### src/rtl/cmd_frame_router_pkg.sv
package cmd_frame_router_pkg;
  localparam int BYTE_W = 8;

  // strobes from control to datapath for one handled byte
  typedef struct packed {
    logic              pushCmd;
    logic [BYTE_W-1:0] pushCode;
    logic              storeByte;
    logic [BYTE_W-1:0] storeData;
  } ctrlStrobe_t;
endpackage

### src/rtl/cfr_ctrl.sv
module cfr_ctrl
  import cmd_frame_router_pkg::*;
#(
  parameter int            MAX_LEN  = 96,
  parameter logic [7:0]    START_CH = 8'h24,
  parameter logic [7:0]    TERM_CH  = 8'h0A,
  parameter logic [7:0]    CMD_LO   = 8'h41,
  parameter logic [7:0]    CMD_HI   = 8'h5A,
  parameter logic [7:0]    DONE_CODE = 8'hFF,
  localparam int           LEN_W    = $clog2(MAX_LEN + 1)
) (
  input  logic              clk,
  input  logic              rstN,
  input  logic              rxValid,
  input  logic [7:0]        rxByte,
  input  logic              strAck,
  output ctrlStrobe_t       strobe,
  output logic [LEN_W-1:0]  storeAddr,
  output logic              inFrame,
  output logic              strValid,
  output logic [LEN_W-1:0]  strLen,
  output logic [7:0]        frameDropCount
);
  localparam logic [LEN_W-1:0] LEN_MAX = LEN_W'(MAX_LEN);

  logic [LEN_W-1:0] frameLen;
  logic isStart, isTerm, isCmd;

  assign isStart   = (rxByte == START_CH);
  assign isTerm    = (rxByte == TERM_CH);
  assign isCmd     = (rxByte >= CMD_LO) && (rxByte <= CMD_HI);
  assign storeAddr = frameLen;

  always_comb begin
    strobe = '0;
    if (rxValid) begin
      if (inFrame) begin
        if (isTerm) begin
          strobe.pushCmd  = 1'b1;
          strobe.pushCode = DONE_CODE;
        end else if (!isStart && frameLen != LEN_MAX) begin
          strobe.storeByte = 1'b1;
          strobe.storeData = rxByte;
        end
      end else if (isCmd) begin
        strobe.pushCmd  = 1'b1;
        strobe.pushCode = rxByte;
      end
    end
  end

  always_ff @(posedge clk or negedge rstN) begin
    if (!rstN) begin
      inFrame        <= 1'b0;
      frameLen       <= '0;
      strValid       <= 1'b0;
      strLen         <= '0;
      frameDropCount <= '0;
    end else begin
      if (strAck) strValid <= 1'b0;
      if (rxValid) begin
        if (inFrame) begin
          if (isStart) begin
            frameLen <= '0;
          end else if (isTerm) begin
            inFrame  <= 1'b0;
            strValid <= 1'b1;
            strLen   <= frameLen;
          end else if (frameLen == LEN_MAX) begin
            inFrame  <= 1'b0;
            frameLen <= '0;
          end else begin
            frameLen <= frameLen + 1'b1;
          end
        end else if (isStart) begin
          if (strValid) begin
            frameDropCount <= frameDropCount + 1'b1;
          end else begin
            inFrame  <= 1'b1;
            frameLen <= '0;
          end
        end
      end
    end
  end
endmodule

### src/rtl/cfr_dpath.sv
module cfr_dpath
  import cmd_frame_router_pkg::*;
#(
  parameter int  FIFO_DEPTH = 8,
  parameter int  MAX_LEN    = 96,
  localparam int PTR_W      = $clog2(FIFO_DEPTH),
  localparam int CNT_W      = $clog2(FIFO_DEPTH + 1),
  localparam int LEN_W      = $clog2(MAX_LEN + 1)
) (
  input  logic             clk,
  input  logic             rstN,
  input  ctrlStrobe_t      strobe,
  input  logic [LEN_W-1:0] storeAddr,
  input  logic             cmdRdEn,
  output logic [7:0]       cmdData,
  output logic             cmdEmpty,
  output logic             cmdOverflow,
  input  logic [LEN_W-1:0] strRdAddr,
  output logic [7:0]       strRdData
);
  localparam logic [PTR_W-1:0] PTR_LAST = PTR_W'(FIFO_DEPTH - 1);
  localparam logic [CNT_W-1:0] CNT_FULL = CNT_W'(FIFO_DEPTH);

  logic [7:0]       fifoMem [FIFO_DEPTH];
  logic [PTR_W-1:0] wrPtr, rdPtr;
  logic [CNT_W-1:0] fillCnt;
  logic             fifoFull, doPush, doPop;

  logic [7:0]       strMem [MAX_LEN];

  assign fifoFull = (fillCnt == CNT_FULL);
  assign cmdEmpty = (fillCnt == '0);
  assign doPush   = strobe.pushCmd && !fifoFull;
  assign doPop    = cmdRdEn && !cmdEmpty;
  assign cmdData  = fifoMem[rdPtr];

  always_ff @(posedge clk or negedge rstN) begin
    if (!rstN) begin
      wrPtr       <= '0;
      rdPtr       <= '0;
      fillCnt     <= '0;
      cmdOverflow <= 1'b0;
    end else begin
      if (doPush) wrPtr <= (wrPtr == PTR_LAST) ? '0 : wrPtr + 1'b1;
      if (doPop)  rdPtr <= (rdPtr == PTR_LAST) ? '0 : rdPtr + 1'b1;
      case ({doPush, doPop})
        2'b10:   fillCnt <= fillCnt + 1'b1;
        2'b01:   fillCnt <= fillCnt - 1'b1;
        default: fillCnt <= fillCnt;
      endcase
      if (strobe.pushCmd && fifoFull) cmdOverflow <= 1'b1;
    end
  end

  always_ff @(posedge clk) begin
    if (doPush) fifoMem[wrPtr] <= strobe.pushCode;
  end

  always_ff @(posedge clk) begin
    if (strobe.storeByte && storeAddr < LEN_W'(MAX_LEN))
      strMem[storeAddr] <= strobe.storeData;
  end

  always_comb begin
    strRdData = '0;
    if (strRdAddr < LEN_W'(MAX_LEN)) strRdData = strMem[strRdAddr];
  end
endmodule

### src/rtl/cmd_frame_router.sv
module cmd_frame_router
  import cmd_frame_router_pkg::*;
#(
  parameter int  FIFO_DEPTH = 8,
  parameter int  MAX_LEN    = 96,
  localparam int LEN_W      = $clog2(MAX_LEN + 1)
) (
  input  logic             clk,
  input  logic             rstN,
  input  logic             rxValid,
  input  logic [7:0]       rxByte,
  input  logic             cmdRdEn,
  output logic [7:0]       cmdData,
  output logic             cmdEmpty,
  output logic             cmdOverflow,
  output logic             strValid,
  output logic [LEN_W-1:0] strLen,
  input  logic [LEN_W-1:0] strRdAddr,
  output logic [7:0]       strRdData,
  input  logic             strAck,
  output logic [7:0]       frameDropCount
);
  ctrlStrobe_t      strobe;
  logic [LEN_W-1:0] storeAddr;
  logic             inFrame;

  cfr_ctrl #(.MAX_LEN(MAX_LEN)) u_ctrl (
    .clk(clk), .rstN(rstN), .rxValid(rxValid), .rxByte(rxByte),
    .strAck(strAck), .strobe(strobe), .storeAddr(storeAddr),
    .inFrame(inFrame), .strValid(strValid), .strLen(strLen),
    .frameDropCount(frameDropCount)
  );

  cfr_dpath #(.FIFO_DEPTH(FIFO_DEPTH), .MAX_LEN(MAX_LEN)) u_dpath (
    .clk(clk), .rstN(rstN), .strobe(strobe), .storeAddr(storeAddr),
    .cmdRdEn(cmdRdEn), .cmdData(cmdData), .cmdEmpty(cmdEmpty),
    .cmdOverflow(cmdOverflow), .strRdAddr(strRdAddr), .strRdData(strRdData)
  );
endmodule

### config.mk
export PLATFORM = sky130hd
export DESIGN_NAME = cmd_frame_router
export DESIGN_NICKNAME = d
export VERILOG_FILES = /design/src/rtl/cmd_frame_router_pkg.sv /design/src/rtl/cfr_ctrl.sv /design/src/rtl/cfr_dpath.sv /design/src/rtl/cmd_frame_router.sv
export SDC_FILE = /design/constraint.sdc
export NUM_CORES = 1
export LEC_CHECK = 0
export ABC_AREA = 1
export BUFFER_PORTS_ARGS = -buffer_cell sky130_fd_sc_hd__buf_4
export CAP_MARGIN = 20
export CELL_PAD_IN_SITES_DETAIL_PLACEMENT = 0
export CELL_PAD_IN_SITES_GLOBAL_PLACEMENT = 1
export CORE_MARGIN = 3
export CORE_UTILIZATION = 55
export DETAILED_ROUTE_END_ITERATION = 10
export PLACE_DENSITY = 0.88
export SYNTH_ARGS = -nofsm -noshare
export SYNTH_HDL_FRONTEND = slang
export SYNTH_HIERARCHICAL = 1
export SYNTH_SLANG_ARGS = --single-unit
### constraint.sdc
create_clock -name clk -period 9.2 [get_ports clk]
set_input_delay 0 -clock clk [delete_from_list [all_inputs] [get_ports clk]]
set_output_delay 0 -clock clk [all_outputs]
set_load 0.02 [all_outputs]
==> Word level (Yosys, flattened, before mapping) <==
Memories as Yosys holds them, arrays and structs flattened.
Index checks and enable logic that the tools add are counted.
{ "word_totals": {"register_bits": 35, "ramBits": 832, "input_bits": 20, "wordCells": 81, "memories": 2} }
{ "memory_table": {"columns": ["name", "depth", "word_bits", "read_ports", "rd_ports_with_merged_regs", "wr", "line_no", "rtl"], "rows": [
  ["u_dpath.strMem", 96, 8, 1, 0, 1, "cfr_dpath.sv:29", "logic [7:0] strMem [MAX_LEN];"],
  ["u_dpath.fifoMem", 8, 8, 1, 0, 1, "cfr_dpath.sv:24", "logic [7:0] fifoMem [FIFO_DEPTH];"]
]} }
{ "op_classes": {"n_addsub": 6, "magnitude_cmp": 4, "eq_ne": 11, "muxes": 32, "n_bitwise": 2, "reduce_logical": 15} }
{ "op_table": {"columns": ["op", "n"], "rows": [
  ["two-way mux 9 bit", 6],
  ["two-way mux 7 bit", 6],
  ["two-way mux 18 bit", 1],
  ["two-way mux 1 bit", 15],
  ["< comparator 7 bit, second input constant", 2],
  ["AND reduction 4 bit", 3],
  ["adder 8 x 1 -> 8 bit, second input constant", 1],
  ["equality test 8 x 4 -> 1 bit, second input constant", 1],
  ["equality test 8 x 6 -> 1 bit, second input constant", 1],
  [">= comparator 8 x 7 -> 1 bit, second input constant", 1],
  ["<= comparator 8 x 7 -> 1 bit, second input constant", 1],
  ["two-way mux 8 bit", 1],
  ["one-hot mux 4 bit (2 select lines)", 1],
  ["adder 7 x 1 -> 7 bit, second input constant", 1],
  ["equality test 7 bit, second input constant", 1],
  ["!= test 7 bit, second input constant", 1],
  ["adder 3 x 1 -> 3 bit, second input constant", 2],
  ["equality test 3 bit, second input constant", 2],
  ["logical AND 1 bit", 6],
  ["two-way mux 3 bit", 2],
  ["adder 4 x 1 -> 4 bit, second input constant", 1],
  ["equality test 4 bit, second input constant", 1],
  ["zero test 4 bit", 1],
  ["!= test 2 x 1 -> 1 bit, second input constant", 2],
  ["other kinds (6)", 10]
]} }

==> Longest topological paths before layout <==
{ "logic_depth": {"depth_word": 10, "mapped_depth": 18} }

==> Cells and area by module <==
Netlist, hierarchy kept.
{ "by_module_without_submodules": {"columns": ["module", "instances", "cells_per_inst", "area_per_inst_um2"], "rows": [
  ["cfr_dpath", 1, 2923, 34591.9],
  ["cfr_ctrl", 1, 205, 1446.4]
]} }

==> Least setup slack after synthesis <==
OpenSTA, ideal clock, no wires.
{ "synth_path": {"path_type": "reg2reg", "startpoint": "reg u_ctrl.frameLen[0], in the netlist u_ctrl/storeAddr[0]", "endpoint": "mem u_dpath.strMem[0][1], data pin", "arrival_ps": 3480, "setup_slack_ps": 5071, "path_stages_with_launch": 7, "n_path_buf": 0, "path_cell_list": "dfrtp_1 inv_1 ha_1 nand2_1 nand3b_1 nand4_1 nor2_1"} }
{ "synth_rtl": {"columns": ["element", "line_no", "rtl"], "rows": [
  ["start: declaration", "cfr_ctrl.sv:26", "logic [LEN_W-1:0] frameLen;"],
  ["start signal: assignment", "cfr_ctrl.sv:73", "frameLen <= frameLen + 1'b1;"],
  ["end: declaration", "cfr_dpath.sv:29", null]
]} }

==> results.md <==
Clock network:
- The maximum count of clock buffers along a single path is 3.
- The clock buffer count from CTS is 84.
- In this run the number of H-tree levels came out at 3.
- The clock slew seen by the registers of the worst setup and hold paths is 0.06 ns.
- The tree built by TritonCTS fans out to 867 sinks.
- The count of buffers added by post-CTS timing repair for setup is 0.
- The number of gates resized after CTS is 0.
- The clock root buffer is clkbuf_16.
- The TritonCTS clock tree is done.
- The clock reaches the later pin of the worst-skew pair after 0.64 ns.

Power:
- After layout, the design draws a total of 8640 µW.
- The power per unit of standard cell area is 218 mW/mm².
- IR analysis of the VDD net gives a maximum drop of 0.000233 V.
- The static power due to leakage is 0.0145 µW.

Worst setup path:
- The register-to-register setup slack is 4.02 ns.
- The worst reg2reg path endpoint is u_dpath/strMem[23][7].
- The critical path starts at u_ctrl/storeAddr[0].
- The category of the worst setup path launch point is a flip-flop.
- The number of cell instances on the worst register-to-register path is 9.
- Of all nets on the critical path, the largest fanout is 10.
- STA puts the critical path data required time at 9.44 ns.
- The critical path in this run is classified as reg -> reg.
- The type of element capturing the critical path is a flip-flop.
- The data arrival time of the worst path is 5.42 ns.
- The startpoint identified for the worst register-to-register timing path is u_ctrl/storeAddr[0].

Final layout:
- The area used by multi-input combinational logic is 0.00892 mm².
- Relative to the synthesized area, the layout overhead comes to 9.86%.
- The filler cells instantiated in the layout total 4921.
- The area occupied by registers is 0.0259 mm².
- The share of final-layout standard cells stronger than drive strength 1 is 0.0707.
- The antenna diode count is 0.
- The final layout net count is 3159.

Timing:
- Setup violations remaining at the end of the flow were counted as 0.
- The final period demand of the worst path is 5.18 ns.
- Setup repair after global routing left no endpoint under its margin.
- The portion of the clock cycle consumed by the worst path in the final layout is 0.563.
- The final count of hold timing violations was 0.
- Summed over all failing endpoints, the final setup total negative slack is 0 ns.
- The pin slew with the least headroom to its limit is 1.19 ns.
- Headroom to the max-slew limit came out at 0.205.
- The timing-limited maximum frequency is about 0.19 GHz.
- The final number of max-transition violations is 0.
- Clock skew on the completed layout was measured at 0.0256 ns.

Status:
- The run finished with clean final reports.

Logic synthesis:
- The most used flip-flop cell after synthesis is edfxtp_1.
- After synthesis, the share of flip-flops with an asynchronous set or reset is 0.0404.
- The synthesized net count is ~3200.
- After synthesis, the netlist uses 39 different library cells.
- The cell count after synthesis is approximately 3100.
- The total standard cell area after synthesis is ~0.036 mm².
- After synthesis, the mean cell area works out to between 10 and 15 µm².
- The flip-flop and latch count after synthesis is ~870.
- The count of synthesis-stage warnings from yosys is 6.
- The number of synthesized flops with an enable pin is roughly 830.
- The sequential-to-total area share from yosys stat is 0.718.

Drt:
- The mean number of vias per cell is about 5.9.
- The post-detailed-route DRC marker count is 0.
- The first-pass detailed-route iteration total is 6.
- After detailed routing, the average wire length per cell comes to 22.3 µm.
- The detail route stage leaves a number of antenna-violating nets equal to 0.
- The total number of vias is around 24000.
- The routed wire length is around 90 mm.
- In this run, the number of DRC markers left after iteration 0 of detailed routing was roughly 3000.

Min path:
- The startpoint identified for the worst hold timing path is rxByte[7].
- The worst min-delay path endpoint is u_dpath/cmdOverflow.
- The path category of the worst min-delay check is in -> reg.
- The worst hold path was traced through 6 stages.

Floorplan:
- Pin placement for this block handled between 50 and 60 I/O pins.
- The x dimension of the die is 262 µm.
- The die span in y is between 200 and 300 µm.
- The number of placement rows is 93.
- The initial core utilization is 0.558.
- The placeable core area is 0.0646 mm².
- The area of the die is 0.0686 mm².

Placed design:
- The HPWL after detailed placement is 52.5 mm.
- The weighted congestion at the end of routability-driven global placement is roughly 0.86.
- The port buffer count is 53.

GRT:
- The total congestion overflow is 0.
- The via count of the first global-routing pass was ~23000.
- The global-route wire length before repair is 135 mm.
- The initial antenna violation count is 0.
- In the global route stage, overall resource usage came out at 0.263.
- The largest net degree at the start of global routing is 256.

Flow run:
- Across the run, the number of max-cap violations was 0.
-- layout by cell type, fill, tap and decap left out, types with 9 or more instances in the layout --
| cell | Yosys | routed |
|---|---|---|
| a31oi_1 | 9 | 9 |
| a21oi_1 | 58 | 58 |
| clkbuf_1 | 39 | 19 |
| dfrtp_1 | 35 | 35 |
| o31ai_1 | 24 | 24 |
| buf_4 | 34 | 75 |
| dlygate4sd3_1 | 0 | 13 |
| nor2_1 | 289 | 281 |
| nand3_1 | 533 | 533 |
| inv_1 | 56 | 56 |
| ha_1 | 10 | 10 |
| bufinv_16 | 0 | 9 |
| clkinv_2 | 1 | 19 |
| o21ai_0 | 104 | 104 |
| edfxtp_1 | 832 | 832 |
| clkbuf_16 | 0 | 84 |
| nand2_1 | 917 | 917 |
| clkinv_1 | 2 | 16 |
| nor3_1 | 12 | 12 |
-- cell families after synthesis --
family | count (synthesis) | synth area share
simple gates | 1764 | 0.204
flops | 867 | 0.718
buf+inv | 247 | 0.0365
compound gates | 229 | 0.0357
fa+ha+maj | 11 | 0.00403
xor+xnor | 10 | 0.00243
-- Yosys cell counts, types with 9 or more instances --
cell type	instances	area share
nand2_1	917	0.096
edfxtp_1	832	0.69
nand3_1	533	0.074
nor2_1	289	0.030
o21ai_0	104	0.014
buf_2	70	0.0097
a21oi_1	58	0.0081
inv_1	56	0.0058
clkbuf_1	39	0.0041
dfrtp_1	35	0.024
buf_4	34	0.0071
o31ai_1	24	0.0050
buf_6	22	0.0069
buf_1	13	0.0014
nor3_1	12	0.0017
ha_1	10	0.0035
a31oi_1	9	0.0016
inv_2	9	0.00094
-- state kept, by name (all words and copies together), names as in the netlist --
name / flops
u_dpath/rdPtr: 3
u_dpath/wrPtr: 3
u_dpath/fifoMem: 64
u_ctrl/strLen: 7
u_dpath/strMem: 768
u_dpath/fillCnt: 4
u_dpath/cmdOverflow: 1
u_ctrl/frameDropCount: 8
u_ctrl/storeAddr: 7
u_ctrl/strValid: 1
u_ctrl/inFrame: 1
-- layer usage --
metal  share of wire  up-vias  GRT usage
li1                -    10973          -
met1            0.41    11527      0.379
met2            0.46     1261      0.406
met3           0.094      208     0.0388
met4           0.037        0      0.108
met5               0        -          0
-- final cells by class --
cell class                 count  share of cell area
multi-input combinational   2014               0.225
clock buffer                 104              0.0552
tap                          855              0.0270
timing repair buffer          92              0.0194
sequential                   867               0.653
clock inverter                49              0.0128
inverter                      69             0.00698
-- per-stage QoR --
| step | util | hold slack [ns] | setup WS, ns | instance area [µm²] | instances |
|---|---|---|---|---|---|
| 3_3_place_gp | 0.569 | -0.0176 | 4.34 | 36700 | 3882 |
| 3_5_place_dp | 0.569 | -0.0106 | 4.05 | 36700 | 3882 |
| 5_1_grt | 0.613 | 0.113 | 3.82 | 39600 | 4050 |
| 2_1_floorplan | - | -0.296 | 5.07 | 36000 | 3128 |
| 4_1_cts | 0.613 | 0.0132 | 4.02 | 39600 | 4049 |
| 6_report | 0.613 | 0.0636 | 4.02 | 39600 | 4050 |
-- timing repair --
action                     in CTS  in global routing
setup endpoints to repair       0                  0
hold buffers                   14                  0
hold endpoints to repair      142                  0
-- worst max path at each step --
| stage | end | slack, ns | depth (start not counted) |
|---|---|---|---|
| 3_3_place_gp | u_dpath/strMem[31][5] | 4.34 | 9 |
| 5_1_grt | u_dpath/strMem[15][0] | 3.82 | 9 |
| 2_1_floorplan | u_dpath/strMem[0][1] | 5.07 | 6 |
| 3_5_place_dp | u_dpath/strMem[23][7] | 4.05 | 9 |
| 4_1_cts | u_dpath/strMem[23][7] | 4.02 | 9 |
| 6_report | u_dpath/strMem[23][7] | 4.02 | 9 |
-- power by group --
group          internal (µW)  switching (µW)
Combinational            254             627
Clock                   1950            1420
Sequential              4350            34.0
-- critical path: stages (launching register included) --
cell,delay (ns)
dfrtp_1,0.49
inv_1,0.12
ha_1,0.21
nand2_1,0.06
nand3b_1,0.19
nand4_1,0.65
inv_1,0.36
a21boi_0,0.84
nand2_1,1.00
nor2_1,0.85
Note: power is estimated with default switching activity, not from simulation.
